===== src/rtl/pos_memmap_decoder.sv =====
module pos_memmap_decoder #(
  parameter int ADDR_W     = 24,
  parameter int IO_W       = 16,
  parameter int KB_W       = 15,
  parameter int NGRP       = 2,
  parameter int IO_BASE    = 'h100,
  parameter int ROM_BASE   = 'hE0000,
  parameter int ROM_BYTES  = 'h20000,
  parameter int REGION_LOG = 20,
  parameter int LOW_KB     = 640,
  parameter int REMAP_SM   = 256,
  parameter int REMAP_LG   = 384
) (
  input  logic              clk,
  input  logic              rst_n,
  input  logic              io_wr,
  input  logic [IO_W-1:0]   io_addr,
  input  logic [7:0]        io_data,
  input  logic [KB_W-1:0]   mem_kb,
  input  logic [ADDR_W-1:0] addr,
  output logic [1:0]        rd_tgt,
  output logic [1:0]        wr_tgt
);
  localparam int NREG   = NGRP * 4;
  localparam int RIDX_W = ADDR_W - REGION_LOG;
  localparam int RIDX_N = 2 ** RIDX_W;
  localparam int AKB_W  = ADDR_W - 10;
  localparam logic [1:0] T_EXT = 2'b00, T_INT = 2'b01, T_DIS = 2'b10;
  localparam logic [ADDR_W-1:0] ROM_LO = ADDR_W'(ROM_BASE);
  localparam logic [ADDR_W-1:0] ROM_HI = ADDR_W'(ROM_BASE + ROM_BYTES - 1);

  logic [7:0]      opt_a, opt_b;
  logic [NREG-1:0] reg_en;

  wire hit_a   = io_wr && (io_addr == IO_W'(IO_BASE + 3));
  wire hit_grp = io_wr && (io_addr == IO_W'(IO_BASE + 4));
  wire hit_b   = io_wr && (io_addr == IO_W'(IO_BASE + 5));

  always_ff @(posedge clk or negedge rst_n) begin
    if (!rst_n) begin
      opt_a  <= 8'h00;
      opt_b  <= 8'h30;
      reg_en <= '0;
    end else begin
      if (hit_a) opt_a <= io_data;
      if (hit_b) opt_b <= io_data;
      if (hit_grp && (int'(opt_b[2:0]) < NGRP))
        reg_en[int'(opt_b[2:0])*4 +: 4] <= io_data[3:0];
    end
  end

  wire cfg       = opt_b[3];
  wire big       = opt_b[0] | opt_b[4];
  wire remap_on  = cfg && opt_a[0] && !opt_b[5];
  wire shadow_ok = opt_a[0] && !opt_b[5] && reg_en[0];

  wire [RIDX_W-1:0] ridx   = addr[ADDR_W-1:REGION_LOG];
  wire [AKB_W-1:0]  akb    = addr[ADDR_W-1:10];
  wire [RIDX_N-1:0] en_all = RIDX_N'(reg_en);
  wire in_low  = (ridx != '0) || (akb < AKB_W'(LOW_KB));
  wire in_reg  = en_all[ridx] && in_low;
  wire in_rom  = (addr >= ROM_LO) && (addr <= ROM_HI);

  wire [KB_W:0] kb_x   = (KB_W+1)'(akb);
  wire [KB_W:0] rm_lo  = {1'b0, mem_kb};
  wire [KB_W:0] rm_hi  = rm_lo + (big ? (KB_W+1)'(REMAP_LG) : (KB_W+1)'(REMAP_SM));
  wire in_remap = (kb_x >= rm_lo) && (kb_x < rm_hi);

  always_comb begin
    rd_tgt = T_EXT;
    wr_tgt = T_EXT;
    if (cfg && in_reg) begin
      rd_tgt = T_INT;
      wr_tgt = T_INT;
    end
    if (in_rom) begin
      wr_tgt = T_DIS;
      if (!cfg || big)    rd_tgt = T_EXT;
      else if (shadow_ok) rd_tgt = T_INT;
      else                rd_tgt = T_DIS;
    end
    if (remap_on && in_remap) begin
      rd_tgt = T_INT;
      wr_tgt = T_INT;
    end
  end
endmodule


===== config.mk =====
export PLATFORM = sky130hd
export DESIGN_NAME = pos_memmap_decoder
export DESIGN_NICKNAME = d
export VERILOG_FILES = /design/src/rtl/pos_memmap_decoder.sv
export SDC_FILE = /design/constraint.sdc
export NUM_CORES = 1
export LEC_CHECK = 0
export BUFFER_PORTS_ARGS = -buffer_cell sky130_fd_sc_hd__buf_2
export CORE_MARGIN = 2
export CORE_UTILIZATION = 37
export DETAILED_ROUTE_END_ITERATION = 6
export PLACE_DENSITY = 0.7
export SLEW_MARGIN = 20
export SYNTH_ARGS = -nofsm -noshare
export SYNTH_HDL_FRONTEND = slang
export SYNTH_SLANG_ARGS = --single-unit

===== constraint.sdc =====
create_clock -name clk -period 5.33 [get_ports clk]
set_clock_uncertainty 0.05 [all_clocks]
set_input_delay 0.2665 -clock clk [delete_from_list [all_inputs] [get_ports clk]]
set_output_delay 0.2665 -clock clk [all_outputs]
set_load 0.1 [all_outputs]

==> results of run 1 <==
[synthesized netlist by cell type, types with 2 or more instances]
cell type	instances	area, um2
a21o_1	2	15.0
a21oi_1	8	40.0
dfrtp_1	13	325
dfstp_2	2	52.6
ha_1	25	313
inv_1	26	97.6
mux2_2	10	113
nand2_1	8	30.0
nand3_1	7	35.0
nand4_1	7	43.8
nor2_1	8	30.0
nor2b_1	3	18.8
nor3_2	2	20.0
nor3b_1	3	22.5
nor4_1	2	12.5
nor4b_1	2	17.5
o211ai_1	2	15.0
o21ai_0	9	45.0
xnor2_1	4	35.0
[metal layers]
layer | share of wire [%] | vias up
li1 | - | 748
met1 | 49 | 617
met2 | 44 | 56
met3 | 6.5 | 2
met4 | 0.15 | 0
met5 | 0 | -
[report_power, final]
part           switching (mW)  internal [mW]  leakage, nW  total, mW
Clock                  0.0355         0.0528       0.0228     0.0883
Sequential          0.0000242          0.114        0.181      0.114
Combinational          0.0421         0.0379        0.831     0.0799
[repair_timing]
action,CTS,global route
endpoints found under the hold margin,13,0
gates resized for setup,0,0
hold buffers,1,0
[through the flow]
stage | std cells | instance area (um2) | setup WS, ps
global placement | 276 | 1890 | 1500
global route | 281 | 1940 | 826
CTS | 281 | 1940 | 1190
floorplan | 170 | 1540 | 583
finish | 281 | 1940 | 1150
detailed placement | 276 | 1890 | 1460
[critical path: cells and delay by family (launching register included)]
family / cells / cell delay (ps)
AO/OA/AOI/OAI: 4 / 1200
XOR/XNOR: 1 / 140
adder cells (fa/ha/maj): 3 / 690
buffers and inverters: 3 / 560
flip-flops: 1 / 530
AND/OR/NAND/NOR: 4 / 500
[state kept, by name (all words and copies together) (netlist names)]
register,count
opt_b,6
opt_a,1
reg_en,8
[path summary, 6_finish.rpt]
check	slack [ps]	cells after the start	to	startpoint
max	1150	15	rd_tgt[0]	opt_b[4]$_DFFE_PN1P_
min	190	2	opt_b[4]$_DFFE_PN1P_	io_data[4]
max reg2reg	2840	7	reg_en[2]$_DFFE_PN0P_	opt_b[0]$_DFFE_PN0P_
min reg2reg	450	1	opt_a[0]$_DFFE_PN0P_	opt_a[0]$_DFFE_PN0P_
max in group asynchronous	4530	2	opt_b[4]$_DFFE_PN1P_	rst_n
min in group asynchronous	400	2	opt_b[0]$_DFFE_PN0P_	rst_n
[cell type report]
type	instances	area [um2]	share of cell area, %
Clock buffer	4	45.0	2.32
Inverter	27	101	5.22
Tap cell	50	62.6	3.22
Sequential cell	15	378	19.5
Multi-Input combinational cell	127	1060	54.6
Timing Repair Buffer	58	295	15.2
[logic make-up (layout without fill, tap and decap cells)]
group	after synthesis	after routing
AO/OA/AOI/OAI	32	32
XOR/XNOR	5	5
adder cells (fa/ha/maj)	25	25
buffers and inverters	28	89
flip-flops	15	15
multiplexers	14	14
AND/OR/NAND/NOR	51	51
[cells in the final DEF (no fill, tap or decap), drive strengths merged, types with 4 or more instances in the layout]
| cell | synthesis | layout |
|---|---|---|
| a21oi | 9 | 9 |
| buf | 1 | 57 |
| clkbuf | 0 | 4 |
| dfrtp | 13 | 13 |
| ha | 25 | 25 |
| inv | 27 | 27 |
| mux2 | 12 | 12 |
| nand2 | 8 | 8 |
| nand3 | 7 | 7 |
| nand4 | 8 | 8 |
| nor2 | 8 | 8 |
| o21ai | 10 | 10 |
| xnor2 | 4 | 4 |
==> results.md, run 1 <==
- Vias in the first global route: 1302
- Asr flop ratio synth: 100%
- Via count: 1423
- Core area: 4000 um2
- CP cell instances: nor2_1, inv_1, ha_1, inv_1, ha_1, nor2_1, xnor2_1, ha_1, nand2_1, o21ai_1, a2111oi_0, o311ai_1, a211oi_2, or3_1, buf_2
- DR WL/cell: 12.1 um
- Diode count: 0
- Register area share after synthesis: 24.5%
- Crit-path max cell delay: 540 ps
- Initial antenna violation count: 0
- CTS tree: done
- Number of synthesized flops with an enable pin: 0
- GR Util All Layers: 16.0%
- First-pass DRT Iterations: 4
- Largest family of logic cells by synthesized area: simple AND/OR/NAND/NOR gates
- Layout cells sized above 1: 35.9%
- Commonest register cell after synthesis: dfrtp_1
- Largest net degree at the start of global routing: 16
- Critical Path RT: 5010 ps
- Slowest CP cell: a2111oi_0
- TritonCTS buffer count: 3
- Chip width: 68.6 um
- WL final: 3.39 mm
- Cells after Synth: 170
- Max Clk Rate: 239 MHz
- Grt met3 use: 3.25%
- Rows: 23
- Slew HR: 61.4%
- Synth Area in Simple Gates: 20.7%
- Grt total ovfl: 0
- Vias/cell: 5.06
- #FFs+latches synth: 15
- Post-DRT Antenna Nets: 0
- Post-Synth Adder-Cell Area: 20.3%
- NumNets Final: 323
- Die H: 68.6 um
- Final Util: 48.5%
- Final Hold Viols: 0
- Post-synthesis mux area share: 11.1%
- Unrepaired setup endpoints after global routing: false
- Final Cycle Share: 78.5%
- CP endpoint kind: output pin
- Initial Util: 38.6%
- Detailed Place HPWL: 2.89 mm
- Mapped Area: 1540 um2
- Port Buf Inserts: 57
- Synthesis warning total: 0
- Max cap viols: 0
- VDD IR-drop max: 184 uV
- Fillers: 382
- Postcts setup bufs: 0
- Post-synthesis area per instance: 9.08 um2
- Clock Latency Late Sink: 240 ps
- Total negative slack: 0 ps
- Worst Tran Pin Value: 565 ps
- Leakage: 1.03 nW
- Pwr Total: 0.282 mW
- Clk sinks: 15
- GP Congestion: 0.774
- Cell mode on critical path: ha_1
- Xor/xnor cell area share of the yosys netlist: 2.84%
- Final Hold Slack: 192 ps
- Final routed DRC violation total: 0
- Crit-path max FO: 4
- Ports: 70
- Synth Net Count: 261
- Period minus WS final: 4180 ps
- Root Driver: clkbuf_8
- Clock transition at the registers of the reported paths: 60 ps
- GRT busiest layer: met2
- H-tree depth: 1
- Area grow syn2layout: 25.8%
- Worst hold-check path type: input port to flip-flop
- Die area: 4710 um2
- Critical Setup Path Class: flip-flop to output pin
- Initial DRC count: 70
- Met2 Use GR: 26.2%
- Worst Path Arrival: 3870 ps
- Final setup fails: 0
- Met1 GRT Util: 22.4%
- Global-route wire length before repair: 5.78 mm
- Power Dens Cells: 145 nW/um2
- Status: completed
- Maximum clock path buffer count: 2
- Yosys cell types: 46
- Compound-Gate Fraction of Synth Area: 13.7%
- CP Launch Type: flip-flop
- Final slew viol count: 0
(Power assumes the default switching activity.)
==> inputs of run 2 (changes only) <==
==> constraint.sdc (replaced) <==
create_clock -name clk -period 3.9 [get_ports clk]
set_clock_uncertainty 0.05 [all_clocks]
set_input_delay 0.195 -clock clk [delete_from_list [all_inputs] [get_ports clk]]
set_output_delay 0.195 -clock clk [all_outputs]
set_load 0.1 [all_outputs]
==> run 2 against run 1 <==
Compared with the run above: sequential cell count unchanged; die area is the same; non-clock buffer count up 1; design area grew 3.8%; critical path depth is 1 lower; wire length is 4.2% higher; total power grew 41%; cell count is 0.36% higher; combinational power is 46% higher; count of clock-buffer cells in the layout stayed put; hold slack lost 66 ps; setup slack lost 880 ps; critical endpoint is now wr_tgt[1].
==> results.md, run 2 (synthesis results as in run 1) <==
- GR Util All Layers: 15.9%
- CP Launch Type: flip-flop
- Biggest register: reg_en
- Grt total ovfl: 0
- Final slew viol count: 0
- Met2 Use GR: 27.5%
- Commonest non-fill, non-tap cell in the layout: buf_2
- Core area: 4000 um2
- CP endpoint kind: output pin
- Final routed DRC violation total: 0
- Diode count: 0
- TritonCTS buffer count: 3
- Die area: 4710 um2
- DR WL/cell: 12.5 um
- Port Buf Inserts: 57
- Critical Setup Path Class: flip-flop to output pin
- Clock transition at the registers of the reported paths: 60 ps
- Reg-to-reg setup timing slack: 1380 ps
- Global-route wire length before repair: 5.86 mm
- Root Driver: clkbuf_8
- GRT busiest layer: met2
- Initial antenna violation count: 0
- Clk sinks: 15
- Vias/cell: 5.14
- Unrepaired setup endpoints after global routing: false
- Final cell count without fillers: 282
- Final Cycle Share: 93.1%
- Total negative slack: 0 ps
- Crit-path max FO: 4
- Vias in the first global route: 1392
- Most frequent cells in the layout: buf_2, inv_1, ha_1
- Initial DRC count: 41
- Buffers & Inverters on Critical Path: 3
- Dpl cells: 277
- Slew HR: 65.3%
- Worst setup path end: wr_tgt[1]
- NumNets Final: 324
- Critical Path RT: 3650 ps
- Post-DRT Antenna Nets: 0
- CP cell instances: nor2_1, inv_1, ha_1, inv_1, ha_1, nor2_1, nand3_1, xnor2_1, ha_1, a2111oi_4, o311ai_2, a211oi_2, nor2b_1, buf_2
- Largest net degree at the start of global routing: 16
- Worst Tran Pin Value: 513 ps
- Largest regs: reg_en x8, opt_b x6, opt_a x1
- Max cap viols: 0
- R2r startpoint: opt_b[0]$_DFFE_PN0P_
- Initial Util: 38.6%
- Ports: 70
- Final Hold Viols: 0
- Worst r2r path cells: 8
- Period minus WS final: 3630 ps
- GP Congestion: 0.780
- First-pass DRT Iterations: 4
- Area grow syn2layout: 30.6%
- Final Util: 50.4%
- WL final: 3.54 mm
- Clock Latency Late Sink: 240 ps
- Met1 GRT Util: 21.9%
- Top delay family on crit path: compound AO/OA/AOI/OAI gates
- Reg-to-Reg End: reg_en[3]$_DFFE_PN0P_
- Cell mode on critical path: ha_1
- Max Clk Rate: 275 MHz
- VDD IR-drop max: 253 uV
- Grt met3 use: 2.44%
- Status: completed
- Detailed Place HPWL: 3.00 mm
- Maximum clock path buffer count: 2
- Crit-path max cell delay: 530 ps
- H-tree depth: 1
- Max reg flops: 8
- Layout cells sized above 1: 37.9%
- Power Dens Cells: 197 nW/um2
- Postcts setup bufs: 0
- Chip width: 68.6 um
- Leakage: 1.05 nW
- Final setup fails: 0
- Via count: 1449
- Pwr Total: 0.397 mW
- Worst Path Arrival: 3390 ps
- Die H: 68.6 um
- Worst hold-check path type: input port to flip-flop
- Levels on crit path: 14
- CTS tree: done
- Slowest CP cell: dfstp_2
- Rows: 23
- Crit path from: opt_b[4]$_DFFE_PN1P_
[run 2: layout make-up]
cell class | count | area, um2
fillers | 383 | 1980
clock buffers | 4 | 45.0
well taps | 50 | 62.6
inverters | 27 | 101
repair buffers | 59 | 333
flip-flops and latches | 15 | 378
multi-input cells | 127 | 1100
[run 2: repair_timing]
item	CTS	global route
endpoints found under the hold margin	13	0
hold buffers	1	0
endpoints found under the setup margin	0	4
resized for setup	0	5
[run 2: report_power, final]
group	leakage, nW	internal [mW]	total (mW)	switching, mW
Combinational	0.846	0.0558	0.117	0.0609
Clock	0.0228	0.0722	0.125	0.0523
Sequential	0.181	0.156	0.156	0.0000285
Total	1.05	0.284	0.397	0.113
[run 2: per-layer routing]
layer  up-vias  wire length [um]
met5         -                 0
met4         0                 0
met3         0               194
met2        46              1660
met1       654              1680
li1        749                 -
[run 2: worst min-delay path by stage]
| stage | from | to | slack (ps) | cells past startpoint |
|---|---|---|---|---|
| 3_3_place_gp | rst_n | opt_b[1]$_DFFE_PN0P_ | 60 | 1 |
| 4_1_cts | io_data[4] | opt_b[4]$_DFFE_PN1P_ | 130 | 2 |
| 3_5_place_dp | rst_n | reg_en[5]$_DFFE_PN0P_ | 70 | 1 |
| 6_report | io_data[4] | opt_b[4]$_DFFE_PN1P_ | 130 | 2 |
| 5_1_grt | io_data[4] | opt_b[4]$_DFFE_PN1P_ | 120 | 2 |
| 2_1_floorplan | rst_n | opt_a[0]$_DFFE_PN0P_ | -150 | 0 |
[run 2: through the flow]
step                hold slack, ps  worst slack [ps]  instance area, um2
global route                   121              24.0                2020
finish                         126               268                2020
CTS                            126              8.95                1980
detailed placement            68.6               278                1930
floorplan                     -151               100                1550
global placement              64.9               336                1930
==> inputs of run 3 (changes only) <==
--- a/config.mk
+++ b/config.mk
@@ -5,11 +5,13 @@
 export SDC_FILE = /design/constraint.sdc
 export NUM_CORES = 1
 export LEC_CHECK = 0
-export BUFFER_PORTS_ARGS = -buffer_cell sky130_fd_sc_hd__buf_2
+export BUFFER_PORTS_ARGS = -buffer_cell sky130_fd_sc_hd__buf_4
 export CORE_MARGIN = 2
 export CORE_UTILIZATION = 37
 export DETAILED_ROUTE_END_ITERATION = 6
+export GPL_TIMING_DRIVEN = 0
 export PLACE_DENSITY = 0.7
+export SKIP_LAST_GASP = 1
 export SLEW_MARGIN = 20
 export SYNTH_ARGS = -nofsm -noshare
 export SYNTH_HDL_FRONTEND = slang
==> run 3 against run 2 <==
Compared with the run above: die area did not move; critical path type unchanged; wire length rose by 2.1%; maximum frequency fell by 0.62%; combinational power rose by 14%; largest power group unchanged; critical endpoint is now rd_tgt[0]; clock power barely moved; design area rose by 6.4%; sequential share of layout area fell by 1.1 points.
==> results.md, run 3 (synthesis results as in run 1) <==
- Status: completed
- Clock transition at the registers of the reported paths: 60 ps
- Worst Tran Pin Value: 459 ps
- Critical Setup Path Class: flip-flop to output pin
- Initial DRC count: 33
- Final routed DRC violation total: 0
- Reg-to-reg setup timing slack: 1440 ps
- Clk sinks: 15
- Crit-path max FO: 9
- Reg-to-Reg End: reg_en[0]$_DFFE_PN0P_
- Levels on crit path: 15
- GP Congestion: 0.781
- Via count: 1487
- VDD IR-drop max: 170 uV
- Slew HR: 69.0%
- Top delay family on crit path: compound AO/OA/AOI/OAI gates
- Hold EP: opt_b[4]$_DFFE_PN1P_
- Leakage: 1.10 nW
- Global-route wire length before repair: 5.97 mm
- CP Launch Type: flip-flop
- Final setup fails: 0
- Final Worst Setup Slack: 245 ps
- Largest net degree at the start of global routing: 16
- CTS tree: done
- Rows: 23
- Max cap viols: 0
- Layout cells sized above 1: 39.1%
- Root Driver: clkbuf_8
- Vias/cell: 5.25
- Diode count: 0
- Place WS: 147 ps
- Post-DRT Antenna Nets: 0
- TritonCTS buffer count: 3
- Hold Path Cell Cnt: 2
- Die area: 4710 um2
- Initial Util: 38.6%
- Max reg flops: 8
- Buffers & Inverters on Critical Path: 4
- Most frequent cells in the layout: buf_4, inv_1, ha_1
- Final Cycle Share: 93.7%
- CP cell instances: clkbuf_4, nor2_1, inv_1, ha_2, inv_1, ha_1, xor2_1, ha_1, a21oi_1, o21ai_1, a2111oi_4, o311ai_2, a211oi_2, or3_1, buf_6
- Hold Path Origin: io_data[4]
- Clock Latency Late Sink: 250 ps
- GR Util All Layers: 16.3%
- Total negative slack: 0 ps
- Slowest CP cell: dfrtp_1
- Design area: 2140 um2
- Critical Path RT: 3650 ps
- Max Clk Rate: 274 MHz
- Final cell count without fillers: 283
- NumNets Final: 325
- Worst r2r path cells: 8
- Period minus WS final: 3660 ps
- Largest regs: reg_en x8, opt_b x6, opt_a x1
- H-tree depth: 1
- Final slew viol count: 0
- Die H: 68.6 um
- R2r startpoint: opt_b[0]$_DFFE_PN0P_
- CP endpoint kind: output pin
- Final Hold Slack: 115 ps
- Chip width: 68.6 um
- Maximum clock path buffer count: 2
- Worst Path Arrival: 3410 ps
- WL final: 3.61 mm
- Grt total ovfl: 0
- Power Dens Cells: 192 nW/um2
- First-pass DRT Iterations: 5
- Crit-path max cell delay: 360 ps
- Vias in the first global route: 1434
- Area grow syn2layout: 38.9%
- Detailed Place HPWL: 3.05 mm
- Worst hold-check path type: input port to flip-flop
- Biggest register: reg_en
- Initial antenna violation count: 0
- Final Hold Viols: 0
- Commonest non-fill, non-tap cell in the layout: buf_4
- Port Buf Inserts: 57
- DR WL/cell: 12.8 um
- Dpl cells: 277
- Ports: 70
- Post-DP Area: 2040 um2
- Core area: 4000 um2
==> run 3: changes by cell type in the layout (fill, tap and decap cells not counted), sizes merged <==
cell	previous run	this run
clkinv	0	1
==> run 3: through the flow <==
| step | util [%] | total power [mW] |
|---|---|---|
| after floorplan | - | 0.216 |
| after global placement | 51.0 | 0.280 |
| after detailed placement | 51.0 | 0.283 |
| after CTS | 52.6 | 0.409 |
| after global routing | 53.6 | 0.439 |
| final | 53.6 | 0.412 |
==> run 3: area by class of cell <==
| cell class | instances | area, um2 |
|---|---|---|
| Fill cell | 374 | 1860 |
| Multi-Input combinational cell | 127 | 1100 |
| Timing Repair Buffer | 59 | 453 |
| Sequential cell | 15 | 378 |
| Inverter | 27 | 101 |
| Tap cell | 50 | 62.6 |
| Clock buffer | 3 | 41.3 |
| Buffer | 1 | 7.51 |
| Clock inverter | 1 | 5.00 |
==> run 3: worst max path at each step <==
| stage | slack [ps] | endpoint | startpoint |
|---|---|---|---|
| 2_1_floorplan | 100 | wr_tgt[1] | opt_b[0]$_DFFE_PN0P_ |
| 3_3_place_gp | 190 | rd_tgt[0] | opt_b[0]$_DFFE_PN0P_ |
| 3_5_place_dp | 150 | rd_tgt[0] | opt_b[0]$_DFFE_PN0P_ |
| 4_1_cts | 10 | rd_tgt[0] | opt_b[0]$_DFFE_PN0P_ |
| 5_1_grt | -30 | rd_tgt[0] | opt_b[0]$_DFFE_PN0P_ |
| 6_report | 240 | rd_tgt[0] | opt_b[0]$_DFFE_PN0P_ |
==> run 3: per-layer routing <==
layer | global-route usage [%] | wire [um]
met1 | 21.6 | 1640
met2 | 28.5 | 1720
met3 | 2.60 | 217
met4 | 2.00 | 30
met5 | 0 | 0
==> run 3: what timing repair did <==
| action | in CTS | in global routing |
|---|---|---|
| endpoints found under the hold margin | 15 | 0 |
| hold buffers | 1 | 0 |
| gates resized for setup | 1 | 8 |
| buffers inserted | 1 | 0 |
| endpoints found under the setup margin | 4 | 4 |
| pin swaps | 1 | 2 |
==> run 3: power by group <==
group          switching (mW)  total, mW  leakage (nW)  internal (mW)
Combinational          0.0617      0.133         0.893         0.0710
Clock                  0.0533      0.124        0.0255         0.0707
Sequential          0.0000277      0.156         0.181          0.156
Total                   0.115      0.412          1.10          0.297
